--- src/rtl/wdog_pkg.sv ---
package wdog_pkg;
  localparam logic [7:0] A_OUTCFG = 8'hF0;
  localparam logic [7:0] A_CTL    = 8'hF5;
  localparam logic [7:0] A_TIME   = 8'hF6;

  localparam int B_OE    = 7;
  localparam int B_EN    = 5;
  localparam int B_PULSE = 4;
  localparam int B_UNIT  = 3;

  typedef struct packed {
    logic       pulse;
    logic       unit_min;
    logic [1:0] wcode;
  } ctl_t;
endpackage

--- src/rtl/wdog_regs.sv ---
module wdog_regs
  import wdog_pkg::*;
(
  input  logic       clk_i,
  input  logic       rst_n_i,
  input  logic       wr_i,
  input  logic       rd_i,
  input  logic [7:0] addr_i,
  input  logic [7:0] wdata_i,
  input  logic       sts_i,
  output logic [7:0] rdata_o,
  output logic       oe_o,
  output logic       en_o,
  output ctl_t       ctl_o,
  output logic [7:0] time_o,
  output logic       ka_o,
  output logic [7:0] ka_val_o,
  output logic       sts_clr_o
);
  logic       oe_q, oe_d;
  logic       en_q, en_d;
  ctl_t       ctl_q, ctl_d;
  logic [7:0] time_q, time_d;
  logic [7:0] rdata_q, rdata_d;
  logic [7:0] rmux;
  logic       wr_out, wr_ctl, wr_time;

  always_comb begin
    wr_out  = wr_i && (addr_i == A_OUTCFG);
    wr_ctl  = wr_i && (addr_i == A_CTL);
    wr_time = wr_i && (addr_i == A_TIME);

    oe_d   = oe_q;
    en_d   = en_q;
    ctl_d  = ctl_q;
    time_d = time_q;
    if (wr_out) oe_d = wdata_i[B_OE];
    if (wr_ctl) begin
      en_d           = wdata_i[B_EN];
      ctl_d.pulse    = wdata_i[B_PULSE];
      ctl_d.unit_min = wdata_i[B_UNIT];
      ctl_d.wcode    = wdata_i[1:0];
    end
    if (wr_time) time_d = wdata_i;

    unique case (addr_i)
      A_OUTCFG: rmux = {oe_q, 7'b0};
      A_CTL:    rmux = {2'b00, sts_i, ctl_q.pulse, ctl_q.unit_min, 1'b0, ctl_q.wcode};
      A_TIME:   rmux = time_q;
      default:  rmux = 8'h00;
    endcase
    rdata_d = rd_i ? rmux : rdata_q;
  end

  always_ff @(posedge clk_i or negedge rst_n_i) begin
    if (!rst_n_i) begin
      oe_q    <= 1'b0;
      en_q    <= 1'b0;
      ctl_q   <= '0;
      time_q  <= 8'h00;
      rdata_q <= 8'h00;
    end else begin
      oe_q    <= oe_d;
      en_q    <= en_d;
      ctl_q   <= ctl_d;
      time_q  <= time_d;
      rdata_q <= rdata_d;
    end
  end

  assign rdata_o   = rdata_q;
  assign oe_o      = oe_q;
  assign en_o      = en_q;
  assign ctl_o     = ctl_q;
  assign time_o    = time_q;
  assign ka_o      = wr_time;
  assign ka_val_o  = wdata_i;
  assign sts_clr_o = wr_ctl && wdata_i[B_EN] && !en_q;
endmodule

--- src/rtl/wdog_prescale.sv ---
module wdog_prescale #(
  parameter int TICKS_PER_SEC = 1000,
  parameter int SECS_PER_MIN  = 60
) (
  input  logic clk_i,
  input  logic rst_n_i,
  input  logic tick_i,
  input  logic restart_i,
  input  logic unit_min_i,
  output logic unit_tick_o
);
  localparam int MSW = (TICKS_PER_SEC > 1) ? $clog2(TICKS_PER_SEC) : 1;
  localparam int SSW = (SECS_PER_MIN > 1) ? $clog2(SECS_PER_MIN) : 1;
  localparam logic [MSW-1:0] MS_LAST  = MSW'(TICKS_PER_SEC - 1);
  localparam logic [SSW-1:0] SEC_LAST = SSW'(SECS_PER_MIN - 1);

  logic [MSW-1:0] ms_q, ms_d;
  logic [SSW-1:0] sec_q, sec_d;
  logic           sec_pulse, min_pulse;

  always_comb begin
    sec_pulse = tick_i && (ms_q == MS_LAST);
    min_pulse = sec_pulse && (sec_q == SEC_LAST);
    ms_d  = ms_q;
    sec_d = sec_q;
    if (restart_i) begin
      ms_d  = '0;
      sec_d = '0;
    end else begin
      if (tick_i)    ms_d  = sec_pulse ? '0 : ms_q + 1'b1;
      if (sec_pulse) sec_d = min_pulse ? '0 : sec_q + 1'b1;
    end
  end

  always_ff @(posedge clk_i or negedge rst_n_i) begin
    if (!rst_n_i) begin
      ms_q  <= '0;
      sec_q <= '0;
    end else begin
      ms_q  <= ms_d;
      sec_q <= sec_d;
    end
  end

  assign unit_tick_o = !restart_i && (unit_min_i ? min_pulse : sec_pulse);
endmodule

--- src/rtl/wdog_core.sv ---
module wdog_core
  import wdog_pkg::*;
#(
  parameter int PW0 = 1,
  parameter int PW1 = 25,
  parameter int PW2 = 125,
  parameter int PW3 = 5000
) (
  input  logic       clk_i,
  input  logic       rst_n_i,
  input  logic       tick_i,
  input  logic       unit_tick_i,
  input  logic       arm_i,
  input  logic       ka_i,
  input  logic [7:0] ka_val_i,
  input  logic [7:0] time_i,
  input  ctl_t       ctl_i,
  input  logic       sts_clr_i,
  output logic       expire_o,
  output logic       fired_o,
  output logic       sts_o,
  output logic [7:0] cnt_o,
  output logic       drive_low_o
);
  localparam int PW_TAB [4] = '{PW0, PW1, PW2, PW3};
  localparam int PW_A   = (PW0 > PW1) ? PW0 : PW1;
  localparam int PW_B   = (PW2 > PW3) ? PW2 : PW3;
  localparam int PW_MAX = (PW_A > PW_B) ? PW_A : PW_B;
  localparam int PCW    = $clog2(PW_MAX + 1);

  logic [7:0]     cnt_q, cnt_d;
  logic           fired_q, fired_d;
  logic           sts_q, sts_d;
  logic [PCW-1:0] pcnt_q, pcnt_d;
  logic           expire, zero_hit, last_hit;

  always_comb begin
    zero_hit = tick_i && (cnt_q == 8'd0);
    last_hit = unit_tick_i && (cnt_q == 8'd1);
    expire   = arm_i && !fired_q && !ka_i && (zero_hit || last_hit);

    cnt_d = cnt_q;
    if (ka_i)                                           cnt_d = ka_val_i;
    else if (!arm_i)                                    cnt_d = time_i;
    else if (!fired_q && unit_tick_i && cnt_q != 8'd0)  cnt_d = cnt_q - 8'd1;

    fired_d = fired_q;
    if (!arm_i || ka_i) fired_d = 1'b0;
    else if (expire)    fired_d = 1'b1;

    sts_d = sts_q;
    if (expire)         sts_d = 1'b1;
    else if (sts_clr_i) sts_d = 1'b0;

    pcnt_d = pcnt_q;
    if (expire && ctl_i.pulse)              pcnt_d = PCW'(PW_TAB[ctl_i.wcode]);
    else if (tick_i && pcnt_q != '0)        pcnt_d = pcnt_q - 1'b1;
  end

  always_ff @(posedge clk_i or negedge rst_n_i) begin
    if (!rst_n_i) begin
      cnt_q   <= 8'h00;
      fired_q <= 1'b0;
      sts_q   <= 1'b0;
      pcnt_q  <= '0;
    end else begin
      cnt_q   <= cnt_d;
      fired_q <= fired_d;
      sts_q   <= sts_d;
      pcnt_q  <= pcnt_d;
    end
  end

  assign expire_o    = expire;
  assign fired_o     = fired_q;
  assign sts_o       = sts_q;
  assign cnt_o       = cnt_q;
  assign drive_low_o = (fired_q && !ctl_i.pulse) || (pcnt_q != '0);
endmodule

--- src/rtl/wdog_timer.sv ---
module wdog_timer
  import wdog_pkg::*;
#(
  parameter int TICKS_PER_SEC = 1000,
  parameter int SECS_PER_MIN  = 60,
  parameter int PW0 = 1,
  parameter int PW1 = 25,
  parameter int PW2 = 125,
  parameter int PW3 = 5000
) (
  input  logic       clk_i,
  input  logic       rst_n_i,
  input  logic       tick_i,
  input  logic       ld_en_i,
  input  logic       wr_i,
  input  logic       rd_i,
  input  logic [7:0] addr_i,
  input  logic [7:0] wdata_i,
  output logic [7:0] rdata_o,
  output logic       wdrst_n_o
);
  logic       oe, en, arm, ka, sts_clr, sts, expire, fired, unit_tick, drive_low;
  logic [7:0] time_v, ka_val, cnt;
  ctl_t       ctl;

  wdog_regs regs_i (
    .clk_i(clk_i), .rst_n_i(rst_n_i), .wr_i(wr_i), .rd_i(rd_i),
    .addr_i(addr_i), .wdata_i(wdata_i), .sts_i(sts), .rdata_o(rdata_o),
    .oe_o(oe), .en_o(en), .ctl_o(ctl), .time_o(time_v), .ka_o(ka),
    .ka_val_o(ka_val), .sts_clr_o(sts_clr)
  );

  assign arm = ld_en_i && en;

  wdog_prescale #(.TICKS_PER_SEC(TICKS_PER_SEC), .SECS_PER_MIN(SECS_PER_MIN)) pre_i (
    .clk_i(clk_i), .rst_n_i(rst_n_i), .tick_i(tick_i),
    .restart_i(!arm || ka), .unit_min_i(ctl.unit_min), .unit_tick_o(unit_tick)
  );

  wdog_core #(.PW0(PW0), .PW1(PW1), .PW2(PW2), .PW3(PW3)) core_i (
    .clk_i(clk_i), .rst_n_i(rst_n_i), .tick_i(tick_i), .unit_tick_i(unit_tick),
    .arm_i(arm), .ka_i(ka), .ka_val_i(ka_val), .time_i(time_v), .ctl_i(ctl),
    .sts_clr_i(sts_clr), .expire_o(expire), .fired_o(fired), .sts_o(sts),
    .cnt_o(cnt), .drive_low_o(drive_low)
  );

  assign wdrst_n_o = !(oe && drive_low);
endmodule

--- config.mk ---
export PLATFORM = sky130hd
export DESIGN_NAME = wdog_timer
export DESIGN_NICKNAME = d
export VERILOG_FILES = /design/src/rtl/wdog_pkg.sv /design/src/rtl/wdog_regs.sv /design/src/rtl/wdog_prescale.sv /design/src/rtl/wdog_core.sv /design/src/rtl/wdog_timer.sv
export SDC_FILE = /design/constraint.sdc
export NUM_CORES = 1
export LEC_CHECK = 0
export BUFFER_PORTS_ARGS = -buffer_cell sky130_fd_sc_hd__buf_2
export CAP_MARGIN = 20
export CELL_PAD_IN_SITES_DETAIL_PLACEMENT = 1
export CELL_PAD_IN_SITES_GLOBAL_PLACEMENT = 1
export CORE_MARGIN = 3
export CORE_UTILIZATION = 52
export CTS_BUF_LIST = sky130_fd_sc_hd__clkbuf_8
export DETAILED_ROUTE_END_ITERATION = 16
export GPL_ROUTABILITY_DRIVEN = 0
export PLACE_DENSITY_LB_ADDON = 0.1
export SYNTH_ARGS = -nofsm -noshare
export SYNTH_HDL_FRONTEND = slang
export SYNTH_HIERARCHICAL = 1
export SYNTH_SLANG_ARGS = --single-unit
--- constraint.sdc ---
create_clock -name clk_i -period 5.23 [get_ports clk_i]
set_clock_uncertainty 0.05 [all_clocks]
set_input_delay 0.523 -clock clk_i [delete_from_list [all_inputs] [get_ports clk_i]]
set_output_delay 0.523 -clock clk_i [all_outputs]
set_load 0.03 [all_outputs]
==> summary.md <==
| Metric | Value |
|---|---|
| R2R cell count | `9` |
| Max-cap violations | `0` |
| Post-Syn Area per Cell | `between 9 and 10 sq um` |
| Async S/R FF share, synth | `100%` |
| Reg2reg setup slack | `1.96 ns` |
| WL per Instance | `19.0 microns` |
| Area of the multi-input gates | `1830 sq um` |
| Leakage | `about 0.0017 uW` |
| Combinational share of power | `19.9%` |
| Detailed Route WL | `8.71 mm` |
| Commonest cells after routing, fill and taps aside | `dfrtp_1, nor2_1, buf_2` |
| Switching pwr | `just over 400 uW` |
| Post-Syn Area | `3520 sq um` |
| Tmin final | `~3.7 ns` |
| CP Capture Type | `register` |
| Ports | `31` |
| Worst Path Required | `5.42 ns` |
| Critical Path AT | `3.86 ns` |
| GRT Residual Overflow | `0` |
| FF+latch area | `1530 sq um` |
| Routed Antenna Nets | `0` |
| Yosys top cell by area | `dfrtp_1` |
| Reg power frac | `around 45%` |
| Yosys reg bits | `61` |
| Post-CTS Resized | `0` |
| Fmax | `272 MHz` |
| Sequential fraction of the synthesis area | `about 43%` |
| Internal power | `906 uW` |
| Design Power | `about 1300 uW` |
| Initial Util | `54.5%` |
| Die height | `a little under 90 microns` |
| Top_reg_cell synth | `dfrtp_1` |
| Max-slew violations | `0` |
| GRT Total Usage | `24.5%` |
| Post-CTS setup buffers | `0` |
| Clock power share | `between 30% and 40%` |
| RSZ-0062 raised after global routing | `false` |
| Clock buffer depth | `2` |
| Number of library cell types mapped by synthesis | `61` |
| Share of post-route cells with drive strength above 1 | `18.8%` |
| Worst Setup Start Kind | `input port` |
| Vias in the first global route | `2947` |
| Placed wire-length estimate | `around 6 mm` |
| Via-to-Cell Ratio | `about 6.1` |
| P per Cell Area | `approximately 340 nW/um^2` |
| CTS Buf Count | `9` |
| NumNets Final | `just over 400` |
| DRC | `0` |
| PortBufs | `30` |
| Final Hold Fails | `0` |
| Post-synth top area share | `a little over two fifths` |
| Commonest non-fill, non-tap cell in the layout | `dfrtp_1` |
| Kind of critical path | `input port to register` |
| CTS Hold Bufs | `0` |
| Initial antenna violation count | `0` |
| Area grow syn2layout | `10.1%` |
| Worst Hold Class | `input port to async pin` |
| Final TNS setup | `0 ns` |
| Actual slew at the worst max-slew pin | `0.913 ns` |
| Chip Width | `about 90 microns` |
| Largest net degree at the start of global routing | `62` |
| VDD IR max | `0.206 mV` |
| Skew-Pair Late Insertion Delay | `0.34 ns` |
| Via count | `2819` |
| Top cells by area, synth | `dfrtp_1, mux2_2, nor2_1` |
| Rel. slew slack | `38.5%` |
| Status | `complete, no violations` |
| Die area | `7790 sq um` |
| YS warnings | `6` |
| Clock slew at reported path FFs | `0.07 ns` |
| Fin crit share | `70.2%` |
| Switching share of power | `31.5%` |
| CTS tree | `done` |
| Post-synth EDFFs | `0` |
| Clock sink count | `61` |
| Diode count | `0` |
| Final setup viols | `0` |
| Drt first pass iters | `4` |
| H-tree depth | `3` |
| CTS root buf | `clkbuf_8` |
| Cell Rows | `29` |
| 1st-iter DRT viols | `between 100 and 150` |
| Fill cell count | `738` |
| CORE AREA | `6460 sq um` |
| Critical path peak fanout | `15` |
| Post-Syn Nets | `388` |
| Synth Instances | `355` |
| First-pass GRT wire length | `between 10 and 15 mm` |
[metrics by stage]
stage	utilization (%)	worst slack (ns)	cells	hold WS (ns)	instance area, sq um
floorplan	-	2.42	355	0.177	3520
CTS	60.0	1.64	459	0.315	3870
detailed placement	56.5	1.34	443	0.418	3650
global route	60.0	1.31	459	0.347	3870
finish	60.0	1.56	459	0.289	3870
global placement	56.5	1.54	443	0.412	3650
[cell type report]
type                            instances  area share (%)
Clock inverter                          7            2.55
Tap cell                               77            2.49
Inverter                               12            1.16
Clock buffer                            9            3.20
Sequential cell                        61            39.4
Multi-Input combinational cell        262            47.1
Timing Repair Buffer                   31            4.07
[critical path, stage by stage]
cell and delay, ns:
buf_2 0.14, nor2b_1 0.58, and4_1 0.67, nand3b_1 0.50, a211oi_1 0.15, a22oi_1 0.43
and4b_1 0.28, nand2_1 0.29, mux2i_1 0.30
[flip-flops by register name, indices dropped and copies added (netlist names)]
register        cells
regs_i/ctl_o        4
pre_i/sec_q         6
core_i/pcnt_q      13
regs_i/time_o       8
core_i/cnt_o        8
core_i/sts_o        1
core_i/fired_o      1
pre_i/ms_q         10
regs_i/rdata_o      8
regs_i/en_o         1
regs_i/oe_o         1
[routing by layer]
| metal | part of all wire [%] | GRT usage [%] | up-vias | routed length, microns |
|---|---|---|---|---|
| met3 | 2.9 | 4.66 | 14 | 251 |
| met4 | 1.9 | 8.10 | 0 | 165 |
| met5 | 0 | 0 | - | 0 |
| met1 | 45 | 31.3 | 1422 | 3910 |
| met2 | 50 | 41.9 | 52 | 4390 |
| li1 | - | - | 1331 | - |
[logic make-up after synthesis]
family / after synthesis / synth area share (%)
flip-flops: 61 / 43.4
XOR/XNOR: 17 / 4.23
buffers and inverters: 32 / 4.70
multiplexers: 23 / 7.08
AO/OA/AOI/OAI: 70 / 13.4
adder cells (fa/ha/maj): 11 / 3.91
AND/OR/NAND/NOR: 141 / 23.3
[path summary, 6_finish.rpt]
kind                                    from           endpoint
min in group clk_i                wdata_i[2]   regs_i/time_o[2]
max in group asynchronous            rst_n_i   core_i/pcnt_q[4]
setup / recovery                   addr_i[0]   core_i/pcnt_q[0]
hold / removal                       rst_n_i      pre_i/ms_q[7]
hold reg to reg            regs_i/rdata_o[3]  regs_i/rdata_o[3]
setup reg to reg               pre_i/ms_q[0]    core_i/cnt_o[2]
[synthesized netlist by cell type (7+ instances only)]
cell and n:
dfrtp_1 61, nor2_1 38, a21oi_1 18, nand2_1 18, nor3_1 17, mux2_2 14, o21ai_0 14, xnor2_1 13
ha_1 11, inv_1 11, a22oi_1 9, buf_4 9, mux2i_1 8, clkbuf_1 7, nand2b_1 7
[power by group through the flow]
| stage | logic [uW] | clock network (uW) | registers [uW] |
|---|---|---|---|
| after floorplan | 200 | 0 | 579 |
| after global placement | 248 | 0 | 592 |
| after detailed placement | 259 | 0 | 599 |
| after CTS | 264 | 476 | 593 |
| after global routing | 297 | 503 | 602 |
| final | 262 | 465 | 594 |
(Power assumes the default switching activity.)
